===== config.mk =====
export PLATFORM = sky130hd
export DESIGN_NAME = tmr_group
export DESIGN_NICKNAME = d
export VERILOG_FILES = /design/src/rtl/tmr_pkg.sv /design/src/rtl/tmr_prescaler.sv /design/src/rtl/tmr_channel.sv /design/src/rtl/tmr_group.sv
export SDC_FILE = /design/constraint.sdc
export NUM_CORES = 1
export LEC_CHECK = 0
export BUFFER_PORTS_ARGS = -buffer_cell sky130_fd_sc_hd__buf_2
export CAP_MARGIN = 40
export CORE_MARGIN = 2
export CORE_UTILIZATION = 50
export CTS_CLUSTER_SIZE = 30
export DETAILED_ROUTE_END_ITERATION = 10
export GPL_TIMING_DRIVEN = 0
export PLACE_DENSITY_LB_ADDON = 0.05
export SLEW_MARGIN = 20
export SYNTH_ARGS = -nofsm -noshare
export SYNTH_HDL_FRONTEND = slang
export SYNTH_SLANG_ARGS = --single-unit

===== constraint.sdc =====
create_clock -name clk -period 4.6 [get_ports clk]
set_input_delay 0.46 -clock clk [delete_from_list [all_inputs] [get_ports clk]]
set_output_delay 0.46 -clock clk [all_outputs]
set_load 0.01 [all_outputs]

===== src/rtl/tmr_pkg.sv =====
package tmr_pkg;
  localparam int N_TMR = 4;
  localparam int CNT_W = 32;

  // Prescaler terminal value for a divider select (8 << sel) - 1
  function automatic logic [5:0] div_limit(input logic [1:0] sel);
    logic [6:0] d;
    d = 7'd8 << sel;
    return 6'(d - 7'd1);
  endfunction

  // Reload value: chained low halves use all bits, others drop the inhibit bit
  function automatic logic [CNT_W-1:0] reload_val(input logic [CNT_W-1:0] base,
                                                  input logic full);
    return full ? base : {1'b0, base[CNT_W-2:0]};
  endfunction

  // Run state, resolved from the top timer downward through chain bits
  function automatic logic [N_TMR-1:0] chain_run(input logic [N_TMR-2:0] casc,
                                                 input logic [N_TMR-1:0] inh);
    logic [N_TMR-1:0] r;
    r[N_TMR-1] = ~inh[N_TMR-1];
    for (int i = N_TMR - 2; i >= 0; i--)
      r[i] = casc[i] ? r[i+1] : ~inh[i];
    return r;
  endfunction

  // Step enables, resolved from timer 0 upward through link bits
  function automatic logic [N_TMR-1:0] chain_step(input logic [N_TMR-1:0] run,
                                                  input logic [N_TMR-1:0] zero,
                                                  input logic [N_TMR-2:0] link,
                                                  input logic tick);
    logic [N_TMR-1:0] s;
    s[0] = run[0] & tick;
    for (int i = 1; i < N_TMR; i++)
      s[i] = run[i] & (link[i-1] ? (s[i-1] & zero[i-1]) : tick);
    return s;
  endfunction
endpackage


===== src/rtl/tmr_prescaler.sv =====
module tmr_prescaler
  import tmr_pkg::*;
#(
  parameter int PRE_W = 6
) (
  input  logic       clk,
  input  logic       rst_n,
  input  logic [1:0] sel,
  output logic       tick
);
  logic [PRE_W-1:0] pre_q;
  logic [PRE_W-1:0] lim;

  assign lim  = PRE_W'(div_limit(sel));
  assign tick = (pre_q >= lim);

  always_ff @(posedge clk or negedge rst_n) begin
    if (!rst_n)    pre_q <= '0;
    else if (tick) pre_q <= '0;
    else           pre_q <= pre_q + 1'b1;
  end
endmodule


===== src/rtl/tmr_channel.sv =====
module tmr_channel
  import tmr_pkg::*;
#(
  parameter int W = CNT_W
) (
  input  logic         clk,
  input  logic         rst_n,
  input  logic         run,
  input  logic         step,
  input  logic         full,
  input  logic [W-1:0] base,
  input  logic         wr,
  input  logic [W-1:0] wdata,
  output logic [W-1:0] cnt,
  output logic         tog,
  output logic         zero
);
  logic         run_q;
  logic [W-1:0] rld;
  logic         start_ev;
  logic         stop_ev;

  assign rld      = reload_val(base, full);
  assign start_ev = run & ~run_q;
  assign stop_ev  = ~run & run_q;
  assign zero     = (cnt == '0);

  always_ff @(posedge clk or negedge rst_n) begin
    if (!rst_n) begin
      run_q <= 1'b0;
      cnt   <= '0;
      tog   <= 1'b0;
    end else begin
      run_q <= run;
      if (wr) begin
        cnt <= full ? wdata : {1'b0, wdata[W-2:0]};
        tog <= 1'b0;
      end else if (start_ev) begin
        cnt <= rld;
      end else if (stop_ev) begin
        cnt <= '0;
      end else if (step) begin
        if (zero) begin
          cnt <= rld;
          tog <= ~tog;
        end else begin
          cnt <= cnt - 1'b1;
        end
      end
    end
  end
endmodule


===== src/rtl/tmr_group.sv =====
module tmr_group
  import tmr_pkg::*;
#(
  parameter int ADDR_W = 4
) (
  input  logic              clk,
  input  logic              rst_n,
  input  logic              bus_wr,
  input  logic [ADDR_W-1:0] bus_addr,
  input  logic [CNT_W-1:0]  bus_wdata,
  output logic [CNT_W-1:0]  bus_rdata,
  output logic [N_TMR-1:0]  irq_n
);
  localparam logic [ADDR_W-1:0] A_CTRL = ADDR_W'(2 * N_TMR);
  localparam logic [ADDR_W-1:0] A_STAT = ADDR_W'(2 * N_TMR + 1);
  localparam int ROVR_LSB = 24;
  localparam int SEL_LSB  = 8;

  logic [N_TMR-1:0][CNT_W-1:0] base_q;
  logic [N_TMR-2:0]            casc_q;
  logic [N_TMR-2:0]            rovr_q;
  logic [1:0]                  sel_q;
  logic [N_TMR-1:0]            pend_q;

  logic                        tick;
  logic [N_TMR-1:0]            inh;
  logic [N_TMR-1:0]            run;
  logic [N_TMR-1:0]            step;
  logic [N_TMR-1:0]            zero;
  logic [N_TMR-1:0]            expire;
  logic [N_TMR-1:0]            full;
  logic [N_TMR-1:0]            wr_cnt;
  logic [N_TMR-1:0]            tog;
  logic [N_TMR-1:0]            ack;
  logic [N_TMR-1:0][CNT_W-1:0] cnt_v;
  logic [N_TMR-2:0]            link;

  tmr_prescaler u_pre (
    .clk  (clk),
    .rst_n(rst_n),
    .sel  (sel_q),
    .tick (tick)
  );

  assign link   = casc_q & rovr_q;
  assign run    = chain_run(casc_q, inh);
  assign step   = chain_step(run, zero, link, tick);
  assign expire = step & zero;
  assign ack    = (bus_wr && bus_addr == A_STAT) ? bus_wdata[N_TMR-1:0] : '0;

  genvar gi;
  generate
    for (gi = 0; gi < N_TMR; gi++) begin : g_tmr
      assign inh[gi]    = base_q[gi][CNT_W-1];
      assign wr_cnt[gi] = bus_wr && (bus_addr == ADDR_W'(2 * gi + 1));
      if (gi < N_TMR - 1) begin : g_low
        assign full[gi] = casc_q[gi];
      end else begin : g_top
        assign full[gi] = 1'b0;
      end

      tmr_channel u_ch (
        .clk  (clk),
        .rst_n(rst_n),
        .run  (run[gi]),
        .step (step[gi]),
        .full (full[gi]),
        .base (base_q[gi]),
        .wr   (wr_cnt[gi]),
        .wdata(bus_wdata),
        .cnt  (cnt_v[gi]),
        .tog  (tog[gi]),
        .zero (zero[gi])
      );

      always_ff @(posedge clk or negedge rst_n) begin
        if (!rst_n)
          base_q[gi] <= {1'b1, {(CNT_W-1){1'b0}}};
        else if (bus_wr && bus_addr == ADDR_W'(2 * gi))
          base_q[gi] <= bus_wdata;
      end
    end
  endgenerate

  // Shared control register
  always_ff @(posedge clk or negedge rst_n) begin
    if (!rst_n) begin
      casc_q <= '0;
      rovr_q <= '0;
      sel_q  <= 2'b00;
    end else if (bus_wr && bus_addr == A_CTRL) begin
      casc_q <= bus_wdata[N_TMR-2:0];
      rovr_q <= bus_wdata[ROVR_LSB +: N_TMR-1];
      sel_q  <= bus_wdata[SEL_LSB +: 2];
    end
  end

  // Pending flags: a masked low half never sets; a new expiry beats an ack
  logic [N_TMR-1:0] masked;
  assign masked = {1'b0, casc_q};

  always_ff @(posedge clk or negedge rst_n) begin
    if (!rst_n) pend_q <= '0;
    else        pend_q <= (pend_q & ~ack) | (expire & ~masked);
  end

  assign irq_n = ~pend_q;

  // Read mux
  always_comb begin
    bus_rdata = '0;
    if (bus_addr == A_CTRL) begin
      bus_rdata[N_TMR-2:0]           = casc_q;
      bus_rdata[ROVR_LSB +: N_TMR-1] = rovr_q;
      bus_rdata[SEL_LSB +: 2]        = sel_q;
    end else if (bus_addr == A_STAT) begin
      bus_rdata[N_TMR-1:0] = pend_q;
    end else begin
      for (int i = 0; i < N_TMR; i++) begin
        if (bus_addr == ADDR_W'(2 * i))
          bus_rdata = base_q[i];
        else if (bus_addr == ADDR_W'(2 * i + 1))
          bus_rdata = full[i] ? cnt_v[i] : {tog[i], cnt_v[i][CNT_W-2:0]};
      end
    end
  end
endmodule


# == After elaboration in Yosys (flattened, before gate mapping) ==
# Cells that the tools add are included.
# op_classes
n_addsub,6
magnitude_cmp,1
n_eq_ne,17
n_shift,1
muxes,73
n_bitwise,38
n_reduce_logical,31
# ops
cell,n
$mux W32,37
$logic_not A32 Y1,4
$sub A32 B1 Y32 const B,4
$mux W28,1
$mux W1,26
$eq A4 B3 Y1 const B,4
$ne A2 B1 Y1 const B,8
$reduce_and A4 Y1,4
$reduce_bool A2 Y1,8
$reduce_bool A4 Y1,4
$and A1 B1 Y1,15
$not A1 Y1,15
$mux W14,1
$and A4 B4 Y4,3
$logic_and A1 B1 Y1,10
$mux W5,2
$eq A4 B2 Y1 const B,2
$eq A4 B4 Y1 const B,2
$mux W4,2
$not A4 Y4,2
$add A6 B1 Y6 const B,1
$ge A6 B6 Y1,1
$mux W3,2
$mux W6,1
other kinds (8),8
# word_totals
register_bits,282
input_bits,39
out_inout_bits,36
elab_cells,188

# == Depth between registers and ports, before layout ==
# logic_depth
ltp_word,18
ltp_mapped,13
ltp_nobuf,12

# == Modules after synthesis ==
# Synthesis repeated with hierarchy kept, for this count alone.
# unflattened
cells_unflattened,2325
hier_area_um2,20293.2
# modules_own_cells
mod,instances,cells_per_inst,area_each_um2,seq_area_each_um2
tmr_group,1,737,8176.6,3508.4
tmr_channel (g_tmr[2].u_ch ...),2,389,2985.4,850.8
tmr_channel (g_tmr[0].u_ch ...),2,389,2911.5,850.8
tmr_prescaler,1,32,322.8,150.1

# == Worst setup path before layout ==
# No wires, ideal clock.
# synth_timing
kind,register to register
from,reg casc_q[2]
to,reg g_tmr[0].u_ch.cnt[10]
setup_ps,124
arrival_ps,2681
required_time_ps,4476
path_slack_ps,1795
path_stages_with_launch,12
n_path_buf,2
synth_period_minus_slack_ps,2805
cell_sequence,dfrtp_1 -> buf_2 -> mux2i_1 -> a21o_1 -> inv_1 -> mux2i_1 -> ha_1 -> a21bo_1 -> buf_1 -> o21ai_0 -> a221oi_2 -> nor2_1
# synth_via
elab_chain_len,8
word_cells_on_any_way,11
cone_classes,mux (6); bitwise (4); reduce/logical (1)
# synth_rtl
item,line_no,rtl
"start, declared",tmr_group.sv:20,logic [N_TMR-2:0] casc_q;
"start signal, assigned",tmr_group.sv:92,casc_q <= bus_wdata[N_TMR-2:0];
$mux W1 (*),tmr_pkg.sv:24,r[i] = casc[i] ? r[i+1] : ~inh[i];
net g_tmr[2].u_ch.run,tmr_channel.sv:8,"input logic run,"
$mux W1 (*),tmr_pkg.sv:24,
net g_tmr[1].u_ch.run,tmr_channel.sv:8,
$mux W1 (*),tmr_pkg.sv:24,
net g_tmr[0].u_ch.run,tmr_channel.sv:8,
$not A1 Y1,tmr_channel.sv:25,assign stop_ev = ~run & run_q;
$and A1 B1 Y1,tmr_channel.sv:25,
$mux W32,tmr_channel.sv:40,end else if (stop_ev) begin
$mux W32,tmr_channel.sv:38,end else if (start_ev) begin
$mux W32,tmr_channel.sv:35,if (wr) begin
"end signal, assigned",tmr_channel.sv:36,"cnt <= full ? wdata : {1'b0, wdata[W-2:0]};"
"end signal, assigned",tmr_channel.sv:39,cnt <= rld;
"end signal, assigned",tmr_channel.sv:44,cnt <= rld;
"end, declared",tmr_channel.sv:14,"output logic [W-1:0] cnt,"
# The timed path passes the listed nets; every way through them passes the cells marked *.
# A chain may end at the register's enable or synchronous reset.

# == Final worst setup path ==
# layout_timing
from,reg casc_q[2]
to,reg g_tmr[0].u_ch.cnt[12]
# Same word-level chain as after synthesis.

==> out/metrics.yaml <==
run_status:
  outcome: "finished clean"
yosys:
  synth_edf_count: 0
  synth_cells: 1926
  yosys_warnings: 0
  synthFlopType: "dfrtp_1"
  syn_nets: 1985
  syn_avg_cell_area_sq_um: 9.335
  ys_seq_area_frac: 0.3928
  synth_area_sq_um: 17980
  ys_ff_latch: 282
  ys_types: 84
  async_flop_share: 1.000
sta:
  rsz0062_at_grt: "false"
  clock-skew-final_ns: 0.02548
  worstMarginPinSlew_ns: 1.323
  fmax_mhz: 250.5
  setup_viol: 0
  hold_viol_final: 0
  fin_crit_ns: 3.993
  maxSlewHeadroom: 0.1179
  period_share: 0.8680
  slew_violations: 0
  setup_slack_ns: 0.6072
critical_path:
  crit_family: "buffers and inverters"
  crit_fanout: 10
  critPathKind: "flop to flop"
  cp.arrival_ns: 4.40
  worst_ep_required_time_ns: 5.01
  endpoint_kind: "flop"
  cp_cell_sequence: "buf_2 > mux2i_1 > clkbuf_4 > a21o_1 > inv_1 > mux2i_1 > ha_1 > clkbuf_1 > a41oi_1 > buf_2 > a22oi_1 > o211ai_1 > o21ai_0 > a21oi_1"
  max_stage_delay_ns: 0.55
  start_kind: "flop"
  cp_num_buf_inv: 5
  cp_slowest_cell: "clkbuf_1"
global_routing:
  gr-usage-met1: 0.5676
  grt.overflow.total: 0
  antenna_found_initial: 2
  use_met2: 0.6538
  gr-max-usage-layer: "met2"
  use_met3: 0.1084
  grt_pass1_wl_microns: 121900
  grt_use_total: 0.4468
  grt_max_degree: 71
  grt_pass1_vias: 17130
die:
  die-area_sq_um: 37490
  fp.dieW_microns: 193.6
  initial_core_util: 0.5067
  fp-row-count: 69
  die_y_microns: 193.6
  coreArea_sq_um: 35480
  io_pins: 75
finish:
  fin_cells: 2542
  nets: 2114
  drive_gt1_frac: 0.1832
  syn2layout_area_growth_pct: 13.41
power_and_ir_drop:
  power_uw: 13590
  peakVddDrop_uv: 381.8
  power_density_nw_per_um2: 666.5
  p_leak_uw: 0.008109
drt:
  wirelength_microns: 85090
  viasPerCell: 7.126
  drt_iter0_drc: 2619
  ant_nets: 0
  drc: 0
  wire_per_inst_microns: 33.47
  drt_first_pass_iters: 7
  routed-via-count: 18110
clocking:
  post_cts_resized: 0
  htreeDepth: 2
  cts_buffers: 34
  root_buffer: "clkbuf_16"
  worstSkewPairLatency_ns: 0.57
  cts_tree: "yes"
  cts.sinks: 282
  clock_path_buffers: 3
  clkTransAtPathRegs_ns: 0.06
placed_design:
  gp_congestion: 1.023
  pre_cts_ws_ns: 0.4322
  dp_hpwl_microns: 62010
  dp_cells: 2472
  io_buffer_count: 65
run:
  drv_cap: 0
hold_path:
  holdCritPathClass: "input pin to flop"
cells by family after synthesis:
kind of cell / after synthesis / share of synthesized area
simple gates: 578 / 0.1649
buf+inv: 187 / 0.04398
mux: 176 / 0.1079
compound gates: 603 / 0.2376
fa+ha+maj: 20 / 0.01392
flops: 282 / 0.3928
xor+xnor: 80 / 0.03897
stage by stage:
stage	instance area [sq um]	hold WS [ns]	TNS, ns	util
4_1_cts	20330	0.1780	0	0.5728
3_5_place_dp	19180	0.3915	0	0.5404
2_1_floorplan	17980	0.1644	0	-
3_3_place_gp	18880	0.4536	-666.68	0.5321
5_1_grt	20390	0.2225	0	0.5746
6_report	20390	0.1938	0	0.5746
layout by cell type (no fill, tap or decap), drive strengths merged, types with 16 or more instances in the layout:
master	count
buf	136
o21ai	139
or4	16
xor2	47
a221oi	53
a21oi	104
o31ai	21
a222oi	32
o211ai	53
o22ai	23
ha	20
nand3	36
nor4	43
clkbuf	162
a22oi	71
mux2i	34
nand2	163
dfrtp	278
nor3	71
mux2	142
or3	18
nor2	159
inv	33
xnor2	33
metal layers:
| metal | share of wire | vias to the layer above |
|---|---|---|
| met3 | 0.11 | 305 |
| met2 | 0.42 | 1302 |
| li1 | - | 7624 |
| met1 | 0.37 | 8883 |
| met4 | 0.093 | 0 |
| met5 | 0 | - |
cells in the mapped netlist (all sizes together), types with 9 or more instances:
library cell,n,area (sq um)
nor3,71,381.6
nand3,36,180.2
xnor2,33,289.0
mux2i,34,340.3
clkbuf,109,409.1
nor4,43,390.4
a22o,11,96.34
and2,9,56.31
a222oi,32,320.3
o31ai,21,171.4
a32oi,10,87.58
or3,18,117.6
nor2,159,599.3
nand4,13,81.33
a31oi,10,62.56
or4,16,138.9
o21ai,139,699.4
o22ai,23,143.9
a21oi,104,524.3
inv,32,120.1
buf,46,261.5
o221a,12,135.1
dfrtp,278,6957
a22oi,71,533.0
a221oi,53,495.5
ha,20,250.2
o211ai,53,402.9
nand2,163,611.8
mux2,142,1599
xor2,47,411.6
area by class of cell:
class	count	area, sq um
fillers	3197	15090
plain buffers	155	670.6
clock buffers	52	1052
repair buffers	93	656.9
clock inverters	9	87.58
diodes	1	2.502
multi-input cells	1457	10160
flip-flops and latches	282	7062
well taps	461	576.8
inverters	32	120.1
timing repair:
item | in CTS | in global routing
hold buffers | 1 | 0
hold endpoints to repair | 44 | 0
setup buffers | 0 | 0
report_power, final:
part / internal [uW] / switching (uW) / total (uW) / leakage, uW
clock: 1640 / 1170 / 2810 / 0.000547
sequential: 3390 / 1460 / 4850 / 0.00341
combinational: 2310 / 3620 / 5920 / 0.00415
sequential cells by signal (all words and copies together), names as in the netlist:
register / count
base_q: 128
u_pre.pre_q: 6
casc_q: 3
sel_q: 2
g_tmr.u_ch.run_q: 4
g_tmr.u_ch.cnt: 128
pend_q: 4
rovr_q: 3
g_tmr.u_ch.tog: 4
final timing paths:
kind / slack, ns / cells past startpoint / start / to
max: 0.61 / 14 / casc_q[2]$_DFFE_PN0P_ / g_tmr[0].u_ch.cnt[12]$_DFFE_PN0P_
min: 0.19 / 3 / bus_wdata[8] / g_tmr[1].u_ch.cnt[8]$_DFFE_PN0P_
max reg2reg: 0.61 / 14 / casc_q[2]$_DFFE_PN0P_ / g_tmr[0].u_ch.cnt[12]$_DFFE_PN0P_
min reg2reg: 0.46 / 1 / u_pre.pre_q[0]$_DFF_PN0_ / u_pre.pre_q[0]$_DFF_PN0_
max in group asynchronous: 2.84 / 5 / rst_n / base_q[127]$_DFFE_PN1P_
min in group asynchronous: 0.40 / 2 / rst_n / g_tmr[1].u_ch.cnt[9]$_DFFE_PN0P_
worst register-to-register path: stages (launching register included):
cell      delay, ns
dfrtp_1        0.31
buf_2          0.26
mux2i_1        0.22
clkbuf_4       0.23
a21o_1         0.26
inv_1          0.14
mux2i_1        0.42
ha_1           0.25
clkbuf_1       0.55
a41oi_1        0.31
buf_2          0.37
a22oi_1        0.19
o211ai_1       0.11
o21ai_0        0.13
a21oi_1        0.09
No activity file was read; power rests on OpenSTA's default activity.
